--- src/rtl/irq_arb_pkg.sv ---
`timescale 1ns/1ps
package irq_arb_pkg;
  localparam int unsigned SLOT_CNT  = 14;
  localparam int unsigned VEC_WIDTH = 16;
  localparam logic [SLOT_CNT-1:0]  SLOT_USED = 14'h085F;  // slots 0-4, 6, 11
  localparam logic [SLOT_CNT-1:0]  SLOT_WAKE = 14'h0003;  // external pin groups
  localparam logic [VEC_WIDTH-1:0] VEC_HIGH  = 16'hFFFE;
endpackage

--- src/rtl/irq_src_gate.sv ---
`timescale 1ns/1ps
module irq_src_gate #(
  parameter int unsigned        N_SLOT = 14,
  parameter logic [N_SLOT-1:0]  USED   = '1,
  parameter logic [N_SLOT-1:0]  WAKE   = '0
) (
  input  logic              reset_req_i,
  input  logic              trap_req_i,
  input  logic [N_SLOT-1:0] irq_req_i,
  input  logic              imask_i,
  input  logic              halt_i,
  output logic [N_SLOT+1:0] lvl_req_o,
  output logic              wake_o
);
  assign lvl_req_o[0] = reset_req_i;
  assign lvl_req_o[1] = trap_req_i;

  for (genvar k = 0; k < N_SLOT; k++) begin : g_slot
    if (USED[k]) begin : g_live
      assign lvl_req_o[k+2] = irq_req_i[k] & ~imask_i;
    end else begin : g_dead
      // tie dead slots off so a stray input cannot win
      assign lvl_req_o[k+2] = irq_req_i[k] & 1'b0;
    end
  end

  assign wake_o = halt_i & (reset_req_i | (|(irq_req_i & WAKE)));
endmodule

--- src/rtl/irq_prio_enc.sv ---
`timescale 1ns/1ps
module irq_prio_enc #(
  parameter int unsigned N     = 16,
  parameter int unsigned IDX_W = $clog2(N)
) (
  input  logic [N-1:0]     req_i,
  output logic             valid_o,
  output logic [IDX_W-1:0] idx_o,
  output logic [N-1:0]     grant_o
);
  // lowest index wins
  always_comb begin
    valid_o = 1'b0;
    idx_o   = '0;
    grant_o = '0;
    for (int i = 0; i < N; i++) begin
      if (req_i[i] && !valid_o) begin
        valid_o    = 1'b1;
        idx_o      = IDX_W'(i);
        grant_o[i] = 1'b1;
      end
    end
  end
endmodule

--- src/rtl/irq_vector_arb.sv ---
`timescale 1ns/1ps
module irq_vector_arb
  import irq_arb_pkg::*;
#(
  parameter int unsigned        N_SLOT    = SLOT_CNT,
  parameter logic [N_SLOT-1:0]  USED_MASK = SLOT_USED,
  parameter logic [N_SLOT-1:0]  WAKE_MASK = SLOT_WAKE,
  parameter int unsigned        VEC_W     = VEC_WIDTH,
  parameter logic [VEC_W-1:0]   VEC_TOP   = VEC_HIGH,
  localparam int unsigned       N_LVL     = N_SLOT + 2,
  localparam int unsigned       LVL_W     = $clog2(N_LVL)
) (
  input  logic              clk_i,
  input  logic              rst_ni,
  input  logic              reset_req_i,
  input  logic              trap_i,
  input  logic [N_SLOT-1:0] irq_req_i,
  input  logic              imask_i,
  input  logic              halt_i,
  output logic              take_o,
  output logic [VEC_W-1:0]  vec_o,
  output logic [LVL_W-1:0]  src_o,
  output logic              wake_o
);
  logic             trap_pend_q;
  logic             trap_any;
  logic [N_LVL-1:0] lvl_req;
  logic [N_LVL-1:0] win_gnt;
  logic [LVL_W-1:0] win_idx;
  logic             win_vld;
  logic             wake_d;
  logic             accept;
  logic [VEC_W-1:0] vec_d;

  assign trap_any = trap_pend_q | trap_i;

  irq_src_gate #(
    .N_SLOT (N_SLOT),
    .USED   (USED_MASK),
    .WAKE   (WAKE_MASK)
  ) u_gate (
    .reset_req_i (reset_req_i),
    .trap_req_i  (trap_any),
    .irq_req_i   (irq_req_i),
    .imask_i     (imask_i),
    .halt_i      (halt_i),
    .lvl_req_o   (lvl_req),
    .wake_o      (wake_d)
  );

  irq_prio_enc #(
    .N     (N_LVL),
    .IDX_W (LVL_W)
  ) u_enc (
    .req_i   (lvl_req),
    .valid_o (win_vld),
    .idx_o   (win_idx),
    .grant_o (win_gnt)
  );

  // one lockout cycle after every take gives the core time to set the mask
  assign accept = win_vld & ~take_o;
  assign vec_d  = VEC_TOP - VEC_W'({win_idx, 1'b0});

  always_ff @(posedge clk_i or negedge rst_ni) begin
    if (!rst_ni) begin
      take_o      <= 1'b0;
      vec_o       <= VEC_TOP;
      src_o       <= '0;
      wake_o      <= 1'b0;
      trap_pend_q <= 1'b0;
    end else begin
      take_o      <= accept;
      wake_o      <= wake_d;
      trap_pend_q <= trap_any & ~(accept & win_gnt[1]);
      if (accept) begin
        vec_o <= vec_d;
        src_o <= win_idx;
      end
    end
  end

  function automatic logic lvl_is_live(input logic [LVL_W-1:0] lvl);
    logic live;
    live = (lvl < LVL_W'(2));
    for (int k = 0; k < int'(N_SLOT); k++)
      if (lvl == LVL_W'(k + 2)) live = USED_MASK[k];
    return live;
  endfunction

  AST_TAKE_GAP: assert property (@(posedge clk_i) disable iff (!rst_ni)
    take_o |=> !take_o) else $error("take repeated");
  AST_OUT_HOLD: assert property (@(posedge clk_i) disable iff (!rst_ni)
    !take_o |-> ($stable(vec_o) && $stable(src_o))) else $error("vector moved");
  AST_DEAD_SLOT: assert property (@(posedge clk_i) disable iff (!rst_ni)
    take_o |-> lvl_is_live(src_o)) else $error("dead slot taken");
  AST_MASK_BLOCK: assert property (@(posedge clk_i) disable iff (!rst_ni)
    (take_o && $past(imask_i)) |-> (src_o < LVL_W'(2))) else $error("masked slot taken");
  AST_RESET_FIRST: assert property (@(posedge clk_i) disable iff (!rst_ni)
    ($past(reset_req_i) && !$past(take_o)) |-> (take_o && src_o == '0)) else $error("reset lost");
  AST_WAKE_HALT: assert property (@(posedge clk_i) disable iff (!rst_ni)
    wake_o |-> $past(halt_i)) else $error("wake outside halt");
endmodule

--- config.mk ---
export PLATFORM = sky130hd
export DESIGN_NAME = irq_vector_arb
export DESIGN_NICKNAME = d
export VERILOG_FILES = /design/src/rtl/irq_arb_pkg.sv /design/src/rtl/irq_src_gate.sv /design/src/rtl/irq_prio_enc.sv /design/src/rtl/irq_vector_arb.sv
export SDC_FILE = /design/constraint.sdc
export NUM_CORES = 1
export LEC_CHECK = 0
export ABC_AREA = 1
export BUFFER_PORTS_ARGS = -buffer_cell sky130_fd_sc_hd__buf_2
export CORE_MARGIN = 2
export CORE_UTILIZATION = 43
export DETAILED_ROUTE_END_ITERATION = 8
export PLACE_DENSITY = 0.81
export SLEW_MARGIN = 30
export SYNTH_ARGS = -nofsm -noshare
export SYNTH_HDL_FRONTEND = slang
export SYNTH_SLANG_ARGS = --single-unit
--- constraint.sdc ---
create_clock -name clk_i -period 1.6 [get_ports clk_i]
set_clock_uncertainty 0.15 [all_clocks]
set_input_delay 0.24 -clock clk_i [delete_from_list [all_inputs] [get_ports clk_i]]
set_output_delay 0.24 -clock clk_i [all_outputs]
set_load 0.01 [all_outputs]
==> flow_summary.toml, run 1 <==
[worst_setup_path]
worstSetupStartpointType = "flop"
path_delay_family = "simple AND/OR/NAND/NOR gates"
r2r_slack_ns = 0.02
cpPeakStageDelay_ns = 0.38
crit_chain = "inv_2 -> nand2_4 -> nor2_4 -> nand3_4 -> nor2_4 -> nand4_4 -> nand2_4 -> buf_6 -> o21ai_2"
cp_max_fo = 7
cp.arrival_ns = 1.57
rr_worst_depth = 9
r2r-start = "trap_pend_q$_DFF_PN0_"
required_ns = 1.59
worst_r2r_endpoint = "src_o[3]$_DFFE_PN0P_"
slowest_stage = "dfrtp_1"
crit_path_end_kind = "flop"
crit_type = "reg2reg"
crit_buf_inv = 2

[synthesis]
syn_area_um2 = 761
synth_edf_count = 0
yosysMostFrequentCell = "nand2_1"
async_flop_share = 1.00
synth_flop_cell = "dfrtp_1"
ys_warn_count = 0
yosys.cell_types.count = 26
synth_area_leader_cell = "dfrtp_1"
synth_area_per_cell_um2 = 8.74
synth_seq_cells = 11
synth.top_cells.by_area = "dfrtp_1 (23%), dfstp_2 (14%), buf_4 (12%)"
synth_common_cells = "nand2_1 (15), buf_4 (12), nand2_2 (9)"
synth_cells = 87
synth_top_area_share = 0.230
seq_area_frac_synth = 0.368

[drt]
route.detailed.drc = 0
drt-vias-per-instance = 4.45
wl_per_cell_um = 9.50
dr.pass1.iters = 4
first_iter_violations = 13
finalWirelength_mm = 1.29
ant_nets = 0
num_vias = 605

[sta]
fin_crit_ns = 1.58
slew_violations = 0
final.setup.tns_ns = 0
post-route-period-util = 0.986
fmax_mhz = 634
rsz0062_at_grt = "true"
finalSetupViolCount = 0
hold_viol = 0
whs_ns = 0.0647

[hold_path]
holdPathStages = 2
min_path_type = "in2reg"
hold_path.startpoint = "halt_i"
holdPathEnd = "wake_o$_DFF_PN0_"

[final_layout]
instances_no_fill = 136
drive_gt1_frac = 0.513
fin_util = 0.553
insertedDiodeCount = 0
fin_nets = 140
area_growth_pct = 22.9

[placement]
placed_cells = 126
gp_congestion = 0.896
hpwlAfterDp_mm = 1.06
portBuffers = 22

[cts]
clk_pin_slew_ns = 0.06
numCtsBuffers = 3
clock-root-buffer = "clkbuf_4"
ctsHtreeMaxLevel = 1
clk_path_buf_depth = 2
clkLatencyLatePin_ns = 0.25
cts_tree = "done"
cts_sinks = 11

[power_and_ir_drop]
ir_drop_uv = 312
powerDensity_nw_per_um2 = 939
p_leak_uw = 0.000504

[run]
maxCapViolCount = 0

[grt]
grt_overflow = 0
grt_pass1_wl_mm = 2.12
grt_usage = 0.136
grt_pass1_vias = 557
grt_antenna_before_repair = 0
grt_max_degree = 12

[floorplan]
core_um2 = 1690
start_util = 0.450
rows = 15
boundaryPins = 42
dieHeight_um = 46.1
die_w_um = 46.1
die_area_um2 = 2120

[status]
run_status = "complete, no violations"
## state kept, by name (all words and copies together) (netlist names)
name	flops
src_o	4
take_o	1
trap_pend_q	1
vec_o	4
wake_o	1
## worst max-delay path by stage
stage,from,end,slack (ns),depth (start not counted)
2_1_floorplan,trap_pend_q$_DFF_PN0_,src_o[3]$_DFFE_PN0P_,0.16,9
3_3_place_gp,trap_pend_q$_DFF_PN0_,src_o[3]$_DFFE_PN0P_,0.07,9
3_5_place_dp,trap_pend_q$_DFF_PN0_,src_o[3]$_DFFE_PN0P_,0.02,9
4_1_cts,trap_pend_q$_DFF_PN0_,src_o[3]$_DFFE_PN0P_,0.006,9
5_1_grt,trap_pend_q$_DFF_PN0_,vec_o[1]$_DFFE_PN1P_,-0.08,10
6_report,trap_pend_q$_DFF_PN0_,src_o[3]$_DFFE_PN0P_,0.02,9
## power breakdown
group | internal (µW) | switching, µW
Combinational | 146 | 185
Clock | 96.1 | 79.7
Sequential | 342 | 27.4
## layout by cell type (no fill, tap or decap)
| master | synthesis | routed |
|---|---|---|
| dfrtp_1 | 7 | 7 |
| buf_6 | 0 | 3 |
| clkbuf_1 | 0 | 1 |
| o31a_1 | 1 | 1 |
| a41oi_1 | 1 | 1 |
| buf_2 | 0 | 22 |
| nor3b_1 | 1 | 1 |
| clkbuf_4 | 0 | 3 |
| nand2_4 | 1 | 2 |
| conb_1 | 2 | 12 |
| nor3_1 | 1 | 1 |
| nand4_1 | 2 | 2 |
| nor2_4 | 2 | 2 |
| o21ai_2 | 3 | 3 |
| inv_1 | 8 | 8 |
| buf_4 | 12 | 5 |
| inv_2 | 5 | 5 |
| o21a_1 | 1 | 1 |
| o21ai_4 | 1 | 1 |
| nor2_2 | 0 | 1 |
| dfstp_2 | 4 | 4 |
| nand4_4 | 1 | 1 |
| nand2_2 | 9 | 8 |
| nand3_4 | 1 | 1 |
| o21ai_1 | 1 | 2 |
| dlygate4sd3_1 | 0 | 1 |
| nor2_1 | 3 | 2 |
| a21oi_1 | 1 | 1 |
| nand2_1 | 15 | 15 |
| nand3_1 | 2 | 2 |
## stage by stage
step	cell area [µm²]	setup WS (ns)	power (µW)
after floorplan	798	0.159	607
after CTS	878	0.00590	856
final	935	0.0220	877
after global placement	842	0.0655	663
after global routing	935	-0.0775	946
after detailed placement	842	0.0157	675
## metal layers
layer | global-route usage | up-vias | part of all wire
met5 | 0 | - | 0
met4 | 0.0686 | 0 | 0.013
met3 | 0.0118 | 2 | 0.054
met2 | 0.231 | 22 | 0.51
met1 | 0.171 | 272 | 0.42
li1 | - | 309 | -
## kinds of logic (layout without fill, tap and decap cells)
logic type             Yosys count  count (layout)  share of synthesized area
AOI/OAI and AO/OA               10              10                      0.109
buffers and inverters           26              48                      0.209
DFF                             11              11                      0.368
other                            2              12                    0.00987
and+or+nand+nor                 38              38                      0.304
## repair_timing
item | CTS | global route
buffers inserted | 0 | 5
setup endpoints to repair | 0 | 7
endpoints found under the hold margin | 11 | 0
hold buffers | 1 | 0
gates resized for setup | 0 | 6
## area by class of cell
class / instances / area, µm²
Clock buffer: 4 / 26.3
Fill cell: 169 / 754
Inverter: 13 / 48.8
Multi-Input combinational cell: 60 / 367
Sequential cell: 11 / 280
Tap cell: 17 / 21.3
Timing Repair Buffer: 31 / 191
No activity file was read; power rests on OpenSTA's default activity.
==> run 2, diff against run 1 <==
--- a/config.mk
+++ b/config.mk
@@ -10,7 +10,7 @@
 export CORE_MARGIN = 2
 export CORE_UTILIZATION = 43
 export DETAILED_ROUTE_END_ITERATION = 8
-export PLACE_DENSITY = 0.81
+export PLACE_DENSITY_LB_ADDON = 0.1
 export SLEW_MARGIN = 30
 export SYNTH_ARGS = -nofsm -noshare
 export SYNTH_HDL_FRONTEND = slang
==> run 2 against run 1 <==
Core utilization is 1.1 points lower. Fmax is 4.0% higher. Critical path type unchanged. Via count is 4.3% lower. Critical path depth stayed put.
==> flow_summary.toml, run 2 (synthesis gave the netlist of run 1 again) <==
[sta]
finalSetupViolCount = 0
fmax_mhz = 659
hold_viol = 0
final.setup.tns_ns = 0
fin_crit_ns = 1.52
rsz0062_at_grt = "true"
slew_violations = 0
post-route-period-util = 0.948

[final_layout]
mostFrequentLayoutCells = "buf_2 (22), nand2_1 (15), conb_1 (12), nand2_2 (8), inv_1 (8)"
reg.largest.list = "src_o: 4 flops, vec_o: 4 flops"
fin_nets = 136
final_common_cell = "buf_2"
area_growth_pct = 20.4
instances_no_fill = 132
insertedDiodeCount = 0
drive_gt1_frac = 0.487

[grt]
grt_antenna_before_repair = 0
grt_usage = 0.136
grt_overflow = 0
grt_max_degree = 12
grt_pass1_wl_mm = 2.08
grt_pass1_vias = 518

[floorplan]
start_util = 0.450
die_w_um = 46.1
core_um2 = 1690
die_area_um2 = 2120
dieHeight_um = 46.1
rows = 15
boundaryPins = 42

[placement]
gp_congestion = 0.773
placed_cells = 127
hpwlAfterDp_mm = 1.06
portBuffers = 22

[cts]
cts_sinks = 11
post-cts-setup-buffers = 0
clkLatencyLatePin_ns = 0.26
numCtsBuffers = 3
cts_tree = "done"
clk_pin_slew_ns = 0.07
clock-root-buffer = "clkbuf_4"
ctsHtreeMaxLevel = 1
clk_path_buf_depth = 2

[run]
maxCapViolCount = 0

[status]
run_status = "complete, no violations"

[hold_path]
min_path_type = "in2reg"

[power_and_ir_drop]
p_leak_uw = 0.000491
powerDensity_nw_per_um2 = 978
p_int_uw = 596
ir_drop_uv = 388
seqPwrFrac = 0.413
power_uw = 896
power_frac_clock = 0.207
power_frac_comb = 0.380
switchingPower_uw = 301
switching_share = 0.335

[worst_setup_path]
worstSetupStartpointType = "flop"
crit_path_end_kind = "flop"
cp_max_fo = 5
crit_type = "reg2reg"
cp.arrival_ns = 1.51
required_ns = 1.60

[drt]
wl_per_cell_um = 9.30
first_iter_violations = 8
route.detailed.drc = 0
drt-vias-per-instance = 4.39
num_vias = 579
ant_nets = 0
dr.pass1.iters = 4
finalWirelength_mm = 1.23
run 2: cell types whose count changed in the layout (fill, tap and decap cells not counted), sizes merged:
cell  previous run  this run
buf             30        26
run 2: routing by layer:
layer / wire length (µm) / vias to the layer above / GRT usage / share of wire
li1: - / 308 / - / -
met1: 596 / 249 / 0.183 / 0.49
met2: 570 / 20 / 0.208 / 0.46
met3: 49 / 2 / 0.0118 / 0.040
met4: 10 / 0 / 0.0857 / 0.0081
met5: 0 / - / 0 / 0
run 2: final cells by class:
type / instances / area (µm²)
inverter: 13 / 48.8
clock buffer: 4 / 26.3
sequential: 11 / 280
fill: 169 / 773
timing repair buffer: 27 / 175
tap: 17 / 21.3
multi-input combinational: 60 / 364
run 2: metrics by stage:
stage | utilization | setup WS [ns] | hold WS, ns | instance area [µm²]
after floorplan | - | 0.159 | -0.206 | 798
after global placement | 0.518 | 0.0902 | -0.0327 | 875
after detailed placement | 0.518 | 0.0718 | -0.0281 | 875
after CTS | 0.539 | 0.0604 | 0.0474 | 911
after global routing | 0.542 | -0.0271 | 0.0509 | 916
final | 0.542 | 0.0826 | 0.0514 | 916
run 2: critical path, cell delays in order (launching register included):
cell     delay [ns]
dfrtp_1        0.38
inv_2          0.05
nand2_2        0.06
nor2_4         0.13
nand3_4        0.09
nor2_4         0.13
nand4_4        0.11
nand2_4        0.13
buf_12         0.12
o21ai_2        0.04
run 2: power groups by stage:
| stage | sequential, µW | combinational, µW | clock (µW) |
|---|---|---|---|
| after floorplan | 395 | 211 | 0 |
| after global placement | 372 | 333 | 0 |
| after detailed placement | 373 | 336 | 0 |
| after CTS | 368 | 340 | 196 |
| after global routing | 377 | 377 | 211 |
| final | 370 | 340 | 186 |
run 2: repair_timing:
action,4_1_cts,5_1_grt
hold buffers,1,0
setup endpoints to repair,0,7
resized for setup,0,1
hold endpoints to repair,11,0
run 2: worst paths after layout:
path / from / endpoint / slack, ns / cells past startpoint
hold / removal: halt_i / wake_o$_DFF_PN0_ / 0.05 / 2
hold reg to reg: vec_o[4]$_DFFE_PN1P_ / vec_o[4]$_DFFE_PN1P_ / 0.31 / 2
min in group asynchronous: rst_ni / src_o[3]$_DFFE_PN0P_ / 0.22 / 2
max in group asynchronous: rst_ni / vec_o[4]$_DFFE_PN1P_ / 0.82 / 2
setup reg to reg: trap_pend_q$_DFF_PN0_ / src_o[3]$_DFFE_PN0P_ / 0.08 / 9
setup / recovery: trap_pend_q$_DFF_PN0_ / src_o[3]$_DFFE_PN0P_ / 0.08 / 9
